### config.mk
export PLATFORM = sky130hd
export DESIGN_NAME = pause_rx_decoder
export DESIGN_NICKNAME = d
export VERILOG_FILES = /design/src/rtl/pause_rx_pkg.sv /design/src/rtl/pause_rx_parser.sv /design/src/rtl/pause_quanta_timer.sv /design/src/rtl/pause_rx_status.sv /design/src/rtl/pause_rx_decoder.sv
export SDC_FILE = /design/constraint.sdc
export NUM_CORES = 1
export LEC_CHECK = 0
export ABC_CLOCK_PERIOD_IN_PS = 2400
export BUFFER_PORTS_ARGS = -buffer_cell sky130_fd_sc_hd__buf_4
export CORE_UTILIZATION = 50
export DETAILED_ROUTE_END_ITERATION = 16
export PLACE_DENSITY = 0.74
export SLEW_MARGIN = 0
export SYNTH_ARGS = -nofsm -noshare
export SYNTH_HDL_FRONTEND = slang
export SYNTH_SLANG_ARGS = --single-unit
### constraint.sdc
create_clock -name clk -period 2.4 [get_ports clk]
set_input_delay 0.6 -clock clk [delete_from_list [all_inputs] [get_ports clk]]
set_output_delay 0.6 -clock clk [all_outputs]
set_load 0.01 [all_outputs]
### src/rtl/pause_rx_pkg.sv
package pause_rx_pkg;
  localparam int          BYTE_W        = 8;
  localparam int          TIME_W        = 16;
  localparam logic [47:0] PAUSE_DEST    = 48'h0180_C200_0001;
  localparam logic [15:0] CTRL_ETYPE    = 16'h8808;
  localparam logic [15:0] PAUSE_OPCODE  = 16'h0001;
  localparam int          DEST_BYTES    = 6;
  localparam int          OFS_ETYPE     = 12;
  localparam int          OFS_OPCODE    = 14;
  localparam int          OFS_TIME      = 16;
  localparam int          MIN_PAUSE_LEN = 18;

  typedef struct packed {
    logic dest_ok;
    logic etype_ok;
    logic hdr_seen;
    logic opcode_ok;
    logic len_ok;
    logic good;
  } frame_flags_t;
endpackage

### src/rtl/pause_rx_parser.sv
module pause_rx_parser
  import pause_rx_pkg::*;
#(
  parameter int IDX_MAX = 31
) (
  input  logic                clk,
  input  logic                rst,
  input  logic                rx_valid,
  input  logic                rx_sof,
  input  logic                rx_eof,
  input  logic [BYTE_W-1:0]   rx_data,
  input  logic                rx_good,
  output logic                frame_done,
  output frame_flags_t        flags,
  output logic [TIME_W-1:0]   pause_time
);
  localparam int IDX_W = $clog2(IDX_MAX + 1);

  logic [IDX_W-1:0]  idx_q, idx_cur;
  logic              dest_hit, etype_hit, opcode_hit;
  logic              done_q;
  frame_flags_t      flags_q;
  logic [TIME_W-1:0] time_q;

  function automatic logic word_hit(input logic [IDX_W-1:0] idx,
                                    input logic [BYTE_W-1:0] data,
                                    input logic [15:0] word, input int ofs);
    logic hit;
    hit = 1'b1;
    if (idx == IDX_W'(ofs))     hit = (data == word[15:8]);
    if (idx == IDX_W'(ofs + 1)) hit = (data == word[7:0]);
    return hit;
  endfunction

  assign idx_cur = rx_sof ? '0 : idx_q;

  always_comb begin
    dest_hit = 1'b1;
    for (int b = 0; b < DEST_BYTES; b++) begin
      if (idx_cur == IDX_W'(b))
        dest_hit = (rx_data == PAUSE_DEST[47-8*b -: 8]);
    end
    etype_hit  = word_hit(idx_cur, rx_data, CTRL_ETYPE, OFS_ETYPE);
    opcode_hit = word_hit(idx_cur, rx_data, PAUSE_OPCODE, OFS_OPCODE);
  end

  always_ff @(posedge clk) begin
    if (rst) begin
      idx_q   <= '0;
      done_q  <= 1'b0;
      flags_q <= '0;
      time_q  <= '0;
    end else begin
      done_q <= rx_valid & rx_eof;
      if (rx_valid) begin
        idx_q <= (idx_cur == IDX_W'(IDX_MAX)) ? idx_cur : idx_cur + 1'b1;
        flags_q.dest_ok   <= (rx_sof | flags_q.dest_ok)   & dest_hit;
        flags_q.etype_ok  <= (rx_sof | flags_q.etype_ok)  & etype_hit;
        flags_q.opcode_ok <= (rx_sof | flags_q.opcode_ok) & opcode_hit;
        flags_q.hdr_seen  <= (idx_cur >= IDX_W'(OFS_ETYPE + 1));
        flags_q.len_ok    <= (idx_cur >= IDX_W'(MIN_PAUSE_LEN - 1));
        flags_q.good      <= rx_good;
        if (idx_cur == IDX_W'(OFS_TIME))     time_q[15:8] <= rx_data;
        if (idx_cur == IDX_W'(OFS_TIME + 1)) time_q[7:0]  <= rx_data;
      end
    end
  end

  assign frame_done = done_q;
  assign flags      = flags_q;
  assign pause_time = time_q;
endmodule

### src/rtl/pause_quanta_timer.sv
module pause_quanta_timer
  import pause_rx_pkg::*;
#(
  parameter int QUANTA_W = 16
) (
  input  logic                clk,
  input  logic                rst,
  input  logic                enable,
  input  logic                load,
  input  logic [TIME_W-1:0]   load_val,
  input  logic                tick,
  output logic                paused
);
  logic [QUANTA_W-1:0] cnt_q, cnt_n;
  logic                paused_q;

  always_comb begin
    cnt_n = cnt_q;
    if (!enable)
      cnt_n = '0;
    else if (load)
      cnt_n = QUANTA_W'(load_val);
    else if (tick && cnt_q != '0)
      cnt_n = cnt_q - 1'b1;
  end

  always_ff @(posedge clk) begin
    if (rst) begin
      cnt_q    <= '0;
      paused_q <= 1'b0;
    end else begin
      cnt_q    <= cnt_n;
      paused_q <= (cnt_n != '0);
    end
  end

  assign paused = paused_q;
endmodule

### src/rtl/pause_rx_status.sv
module pause_rx_status (
  input  logic clk,
  input  logic rst,
  input  logic frame_done,
  input  logic decode_en,
  input  logic is_ctrl,
  input  logic pass_ctrl,
  output logic status_valid,
  output logic ctrl_flag,
  output logic filter_flag
);
  logic vld_q, ctrl_q, filt_q;

  always_ff @(posedge clk) begin
    if (rst) begin
      vld_q  <= 1'b0;
      ctrl_q <= 1'b0;
      filt_q <= 1'b0;
    end else begin
      vld_q <= frame_done;
      if (frame_done) begin
        ctrl_q <= decode_en & is_ctrl;
        filt_q <= !(decode_en & is_ctrl & !pass_ctrl);
      end
    end
  end

  assign status_valid = vld_q;
  assign ctrl_flag    = ctrl_q;
  assign filter_flag  = filt_q;
endmodule

### src/rtl/pause_rx_decoder.sv
module pause_rx_decoder
  import pause_rx_pkg::*;
#(
  parameter int IDX_MAX  = 31,
  parameter int QUANTA_W = 16
) (
  input  logic       clk,
  input  logic       rst,
  input  logic       rx_valid,
  input  logic       rx_sof,
  input  logic       rx_eof,
  input  logic [7:0] rx_data,
  input  logic       rx_good,
  input  logic       full_duplex,
  input  logic       fc_enable,
  input  logic       pass_ctrl,
  input  logic       quanta_tick,
  output logic       tx_paused,
  output logic       status_valid,
  output logic       ctrl_flag,
  output logic       filter_flag
);
  frame_flags_t      flags;
  logic              frame_done, decode_en, is_ctrl, is_pause;
  logic [TIME_W-1:0] pause_time;

  pause_rx_parser #(.IDX_MAX(IDX_MAX)) u_parser (
    .clk(clk), .rst(rst), .rx_valid(rx_valid), .rx_sof(rx_sof),
    .rx_eof(rx_eof), .rx_data(rx_data), .rx_good(rx_good),
    .frame_done(frame_done), .flags(flags), .pause_time(pause_time)
  );

  assign decode_en = fc_enable & full_duplex;
  assign is_ctrl   = flags.etype_ok & flags.hdr_seen;
  assign is_pause  = is_ctrl & flags.dest_ok & flags.opcode_ok &
                     flags.len_ok & flags.good;

  pause_quanta_timer #(.QUANTA_W(QUANTA_W)) u_timer (
    .clk(clk), .rst(rst), .enable(decode_en),
    .load(frame_done & is_pause), .load_val(pause_time),
    .tick(quanta_tick), .paused(tx_paused)
  );

  pause_rx_status u_status (
    .clk(clk), .rst(rst), .frame_done(frame_done), .decode_en(decode_en),
    .is_ctrl(is_ctrl), .pass_ctrl(pass_ctrl), .status_valid(status_valid),
    .ctrl_flag(ctrl_flag), .filter_flag(filter_flag)
  );
endmodule

==> results.cfg, run 1 <==
[layout]
stdcell_area_um2 = 3180
antenna_cells = 0
mostFrequentLayoutCell = buf_4
fin_nets = 373
nFillCells = 437
layout_common_cells = buf_4 (50), nor2_1 (46), dfxtp_1 (46), nand2_1 (18), mux2i_1 (18)
fin_util_pct = 66.0
drive_gt1_share_pct = 25.4
syn_to_final_growth_pct = 24.3

[routing]
avgRoutedWirePerCell_um = 15.5
num_vias = 2423
vias_per_cell = 5.81
antenna_left = 0
drt_first_pass_iters = 4
wl_mm = 6.45
drt-initial-drc-count = 226
drc = 0

[grt]
grt_pass1_vias = 2314
grt_pass1_wl_mm = 10.6
grt_max_degree = 49
overflow = 0
grt.total_usage_pct = 25.7
grt_antenna_before_repair = 0

[logic_synthesis]
yosys-top-cells-area = dfxtp_1 (38%), mux2i_1 (7.0%), nor2_1 (6.7%)
yosys.area.top_type_share_pct = 37.6
postSynthNetCount = 334
ys_warn_count = 0
synth_seq_cells = 48
async_reset_ff_share_pct = 0
synth_enable_flop_cells = 0
ys_types = 47
ys_dominant_reg_cell = dfxtp_1
synth_top_cell_by_area = dfxtp_1
syn_avg_cell_area_um2 = 8.25
ys_seq_area_share_pct = 37.6
syn_inst = 310
netlist_area_um2 = 2560

[sta]
setup_viol = 1
finalCriticalPeriod_ns = 2.43
setup_slack_ns = -0.0305
post-route-period-util_pct = 101
drv_slew = 0
worst_slew_pin_slew_ns = 0.539
finalHoldViolations = 0
rsz0062_at_grt = true
max_freq_ghz = 0.411
skew_ns = 0.00621
relSlewSlack_pct = 64.0

[run_status]
status = finished with violations
violations = setup timing

[setup_path]
worst_setup_path_end_kind = flip-flop
cp-start-kind = flip-flop
cp_max_fo = 7
cp.required_ns = 2.62
critPathKind = flip-flop to flip-flop
worstPathArrival_ns = 2.65

[floorplan]
initial_core_util_pct = 53.1
chipWidth_um = 73.5
fp-row-count = 25
core_um2 = 4820
dieArea_um2 = 5410
die_h_um = 73.5
ios = 22

[run]
cap_violations = 0

[power]
power_density_nw_per_um2 = 495
peakVddDrop_uv = 289
leakagePower_nw = 1.36

[placement]
place_area_um2 = 2930
hpwl_mm = 4.55
portBuffers = 21
place_congestion = 0.878

[clock_network]
clock_latency_ns = 0.30
cts_sinks = 48
ctsRootBufferMaster = clkbuf_8
htreeDepth = 2
hold_buffers = 0
cts_tree = yes
clockBufferDepth = 2
clkTransAtPathRegs_ns = 0.09
numCtsBuffers = 5

[worst_hold_path]
hold_class = flip-flop to flip-flop
==> layout make-up <==
class	count	area (µm²)	share of cell area, %
multi-input combinational	236	1590	49.9
clock buffer	7	96.3	3.03
timing repair buffer	52	398	12.5
inverter	6	22.5	0.708
clock inverter	1	30.0	0.944
tap	67	83.8	2.64
sequential	48	963	30.3
==> worst paths after layout <==
check	to	cells past startpoint	start	slack, ns
worst max-delay path	u_timer.paused	7	u_timer.cnt_q[2]	-0.03
worst min-delay path	u_status.ctrl_flag	2	u_status.ctrl_flag	0.49
worst max register to register	u_timer.paused	7	u_timer.cnt_q[2]	-0.03
worst min register to register	u_status.ctrl_flag	2	u_status.ctrl_flag	0.49
==> flip-flops by register name, indices dropped and copies added (netlist names) <==
signal / count
u_parser.flags: 6
u_timer.paused: 1
u_status.status_valid: 1
u_status.filter_flag: 1
u_parser.idx_q: 5
u_timer.cnt_q: 16
u_parser.frame_done: 1
u_parser.pause_time: 16
u_status.ctrl_flag: 1
==> critical path: stages (launching register included) <==
cell and delay [ns]:
dfxtp_1 0.32, or4_4 0.55, or3_4 0.43, or4_1 0.43
a31oi_1 0.22, o21a_1 0.16, a311oi_2 0.04, a41oi_1 0.19
==> power by group <==
group	total (W)	switching, W	internal [W]	leakage (nW)
clock	0.000637	0.000269	0.000368	0.0645
combinational	0.000125	0.0000711	0.0000534	0.909
sequential	0.000813	0.00000802	0.000805	0.389
==> cell usage after synthesis (7+ instances only) <==
| cell | n |
|---|---|
| nor3_1 | 15 |
| nand2_1 | 18 |
| dfxtp_1 | 48 |
| a21oi_1 | 15 |
| mux2i_1 | 18 |
| nand4_1 | 8 |
| nor2_1 | 46 |
| o21ai_0 | 15 |
| xnor2_1 | 7 |
| nor2b_1 | 9 |
| clkbuf_1 | 15 |
==> routing by layer <==
metal | global-route usage (%) | part of all wire (%)
met1 | 32.7 | 45
met2 | 43.6 | 51
met3 | 3.29 | 2.8
met4 | 11.1 | 1.8
met5 | 0 | 0
==> timing repair <==
| item | in CTS | in global routing |
|---|---|---|
| pin swaps | 9 | 1 |
| gates cloned | 1 | 0 |
| endpoints found under the setup margin | 3 | 2 |
| setup buffers | 2 | 0 |
| gates resized for setup | 15 | 9 |
==> cells by family after synthesis <==
| kind of cell | synth area share (%) |
|---|---|
| muxes | 7.04 |
| xor gates and xnor gates | 2.74 |
| AOI/OAI and AO/OA | 17.1 |
| buffers and inverters | 4.30 |
| DFF | 37.6 |
| and+or+nand+nor | 28.4 |
| adders and majority gates | 2.93 |
==> metrics by stage <==
step | worst slack [ns] | TNS (ns) | hold slack (ns) | total power [W] | instances
after detailed placement | -0.226 | -0.332 | 0.471 | 0.000951 | 406
after global routing | -0.112 | -0.113 | 0.507 | 0.00163 | 417
final | -0.0305 | -0.0305 | 0.487 | 0.00157 | 417
after CTS | 0.0000167 | 0 | 0.488 | 0.00159 | 417
after floorplan | 0.00424 | 0 | 0.448 | 0.000900 | 310
after global placement | -0.120 | -0.142 | 0.463 | 0.000950 | 406
Power figures use the tool's default switching activity.
==> run 2: changes to the inputs <==
- CORE_UTILIZATION: 50 -> 40
- PLACE_DENSITY: 0.74 -> 0.62
==> results.cfg, run 2 (synthesis gave the netlist of run 1 again) <==
[sta]
drv_slew = 0
relSlewSlack_pct = 63.1
setup_viol = 0
worst_slew_pin_slew_ns = 0.552
holdWs_ns = 0.487
finalHoldViolations = 0
max_freq_ghz = 0.418
post-route-period-util_pct = 99.7
rsz0062_at_grt = true
skew_ns = 0.0143
finalCriticalPeriod_ns = 2.39

[grt]
grt_pass1_wl_mm = 10.8
grt.total_usage_pct = 21.5
grt_pass1_vias = 2220
overflow = 0
grt_antenna_before_repair = 0
grt_max_degree = 49

[layout]
antenna_cells = 0
layout_common_cells = buf_4 (53), dfxtp_1 (48), nor2_1 (46), nand2_1 (18), mux2i_1 (18)
fin_nets = 376
nFillCells = 597
final_cell_count_no_fill = 428
syn_to_final_growth_pct = 26.6
multi_input_area_um2 = 1600
mostFrequentLayoutCell = buf_4
drive_gt1_share_pct = 25.5
final-seq-area_um2 = 961
fin_util_pct = 53.4

[routing]
drc = 0
vias_per_cell = 5.74
wl_mm = 6.61
drt-initial-drc-count = 162
num_vias = 2457
drt_first_pass_iters = 4
avgRoutedWirePerCell_um = 15.5
antenna_left = 0

[setup_path]
cp.required_ns = 2.64
cp_slowest_cell = or4_4
rr_startpoint = u_timer.cnt_q[5]
worst_setup_path_end_kind = flip-flop
worstPathArrival_ns = 2.63
cp_max_fo = 5
slowest_delay_ns = 0.55
crit_family = simple AND/OR/NAND/NOR gates
cp-start-kind = flip-flop
cp_num_buf_inv = 0
ff2ff_path_depth = 7
cpMostUsedCell = or4_4
critPathKind = flip-flop to flip-flop
r2r_slack_ns = 0.008
r2r_end = u_timer.paused
crit_chain = or4_4, or3_4, or4_4, a31oi_4, o21a_1, a311oi_1, a41oi_1

[worst_hold_path]
min_path_cells = 2
hold_class = flip-flop to flip-flop
min_from = u_status.ctrl_flag
holdPathEnd = u_status.ctrl_flag

[clock_network]
htreeDepth = 2
numCtsBuffers = 5
clkTransAtPathRegs_ns = 0.10
hold_buffers = 0
cts_sinks = 48
clock_latency_ns = 0.31
clockBufferDepth = 2
ctsRootBufferMaster = clkbuf_8
cts_tree = yes

[power]
leakagePower_nw = 1.38
clock_power_share_pct = 43.6
internal_power_w = 0.00128
power_density_nw_per_um2 = 517
p_sw_w = 0.000394
switching_share_pct = 23.5
combPwrFrac_pct = 7.8
seq_power_share_pct = 48.6
peakVddDrop_uv = 326

[floorplan]
initial_core_util_pct = 42.2
chipWidth_um = 82.0
core_um2 = 6060
fp-row-count = 28
ios = 22
die_h_um = 82.0
dieArea_um2 = 6720

[run]
cap_violations = 0

[placement]
place_congestion = 0.866
hpwl_mm = 4.62
portBuffers = 21
dp.cells = 419

[run_status]
status = finished, final reports clean
[run 2: changes by cell type in the layout (fill, tap and decap cells not counted), sizes merged]
cell	change
clkbuf	-2
buf	+3
bufinv	+1
inv	+1
[run 2: timing repair]
item                                    in CTS  in global routing
resized for setup                            5                 17
buffers inserted                             1                  0
pin swaps                                    4                 14
endpoints found under the setup margin       2                  3
hold endpoints to repair                     0                  0
[run 2: worst max-delay path by stage]
| stage | end | slack, ns | startpoint | cells past startpoint |
|---|---|---|---|---|
| global route | u_timer.paused | -0.05 | u_timer.cnt_q[5] | 8 |
| CTS | u_timer.paused | 0.006 | u_timer.cnt_q[3] | 8 |
| floorplan | u_timer.paused | 0.004 | u_timer.cnt_q[2] | 8 |
| finish | u_timer.paused | 0.008 | u_timer.cnt_q[5] | 7 |
| global placement | u_timer.paused | -0.15 | quanta_tick | 8 |
| detailed placement | u_timer.paused | -0.19 | quanta_tick | 8 |
[run 2: routing by layer]
layer | track usage (%) | up-vias | routed length (µm)
li1 | - | 1222 | -
met1 | 29.7 | 1163 | 3110
met2 | 33.3 | 65 | 3090
met3 | 3.22 | 7 | 312
met4 | 8.42 | 0 | 102
met5 | 0 | - | 0
[run 2: power by group through the flow]
| stage | Combinational [W] | Sequential (W) | Clock [W] |
|---|---|---|---|
| final | 0.000131 | 0.000814 | 0.000731 |
| after global routing | 0.000143 | 0.000816 | 0.000783 |
| after global placement | 0.000126 | 0.000832 | 0 |
| after floorplan | 0.0000693 | 0.000831 | 0 |
| after CTS | 0.000129 | 0.000814 | 0.000745 |
| after detailed placement | 0.000126 | 0.000832 | 0 |
[run 2: worst min-delay path, cell delays in order, from the launching register on]
cell      delay [ns]
dfxtp_1         0.33
nand2b_1        0.06
a21oi_1         0.06
[run 2: cell type report]
class                   count  share of cell area, %
multi-input cells         236                   49.5
clock buffers               5                   2.12
well taps                  75                   2.90
repair buffers             55                   13.0
flip-flops and latches     48                   29.7
clock inverters             3                   2.12
inverters                   6                  0.695
[run 2: through the flow]
step / setup slack, ns / instance area, µm² / TNS (ns) / total power (W)
6_report: 0.00751 / 3240 / 0 / 0.00168
5_1_grt: -0.0466 / 3240 / -0.0466 / 0.00174
4_1_cts: 0.00638 / 3140 / 0 / 0.00169
3_5_place_dp: -0.186 / 2970 / -0.281 / 0.000958
3_3_place_gp: -0.152 / 2970 / -0.202 / 0.000958
2_1_floorplan: 0.00424 / 2560 / 0 / 0.000900
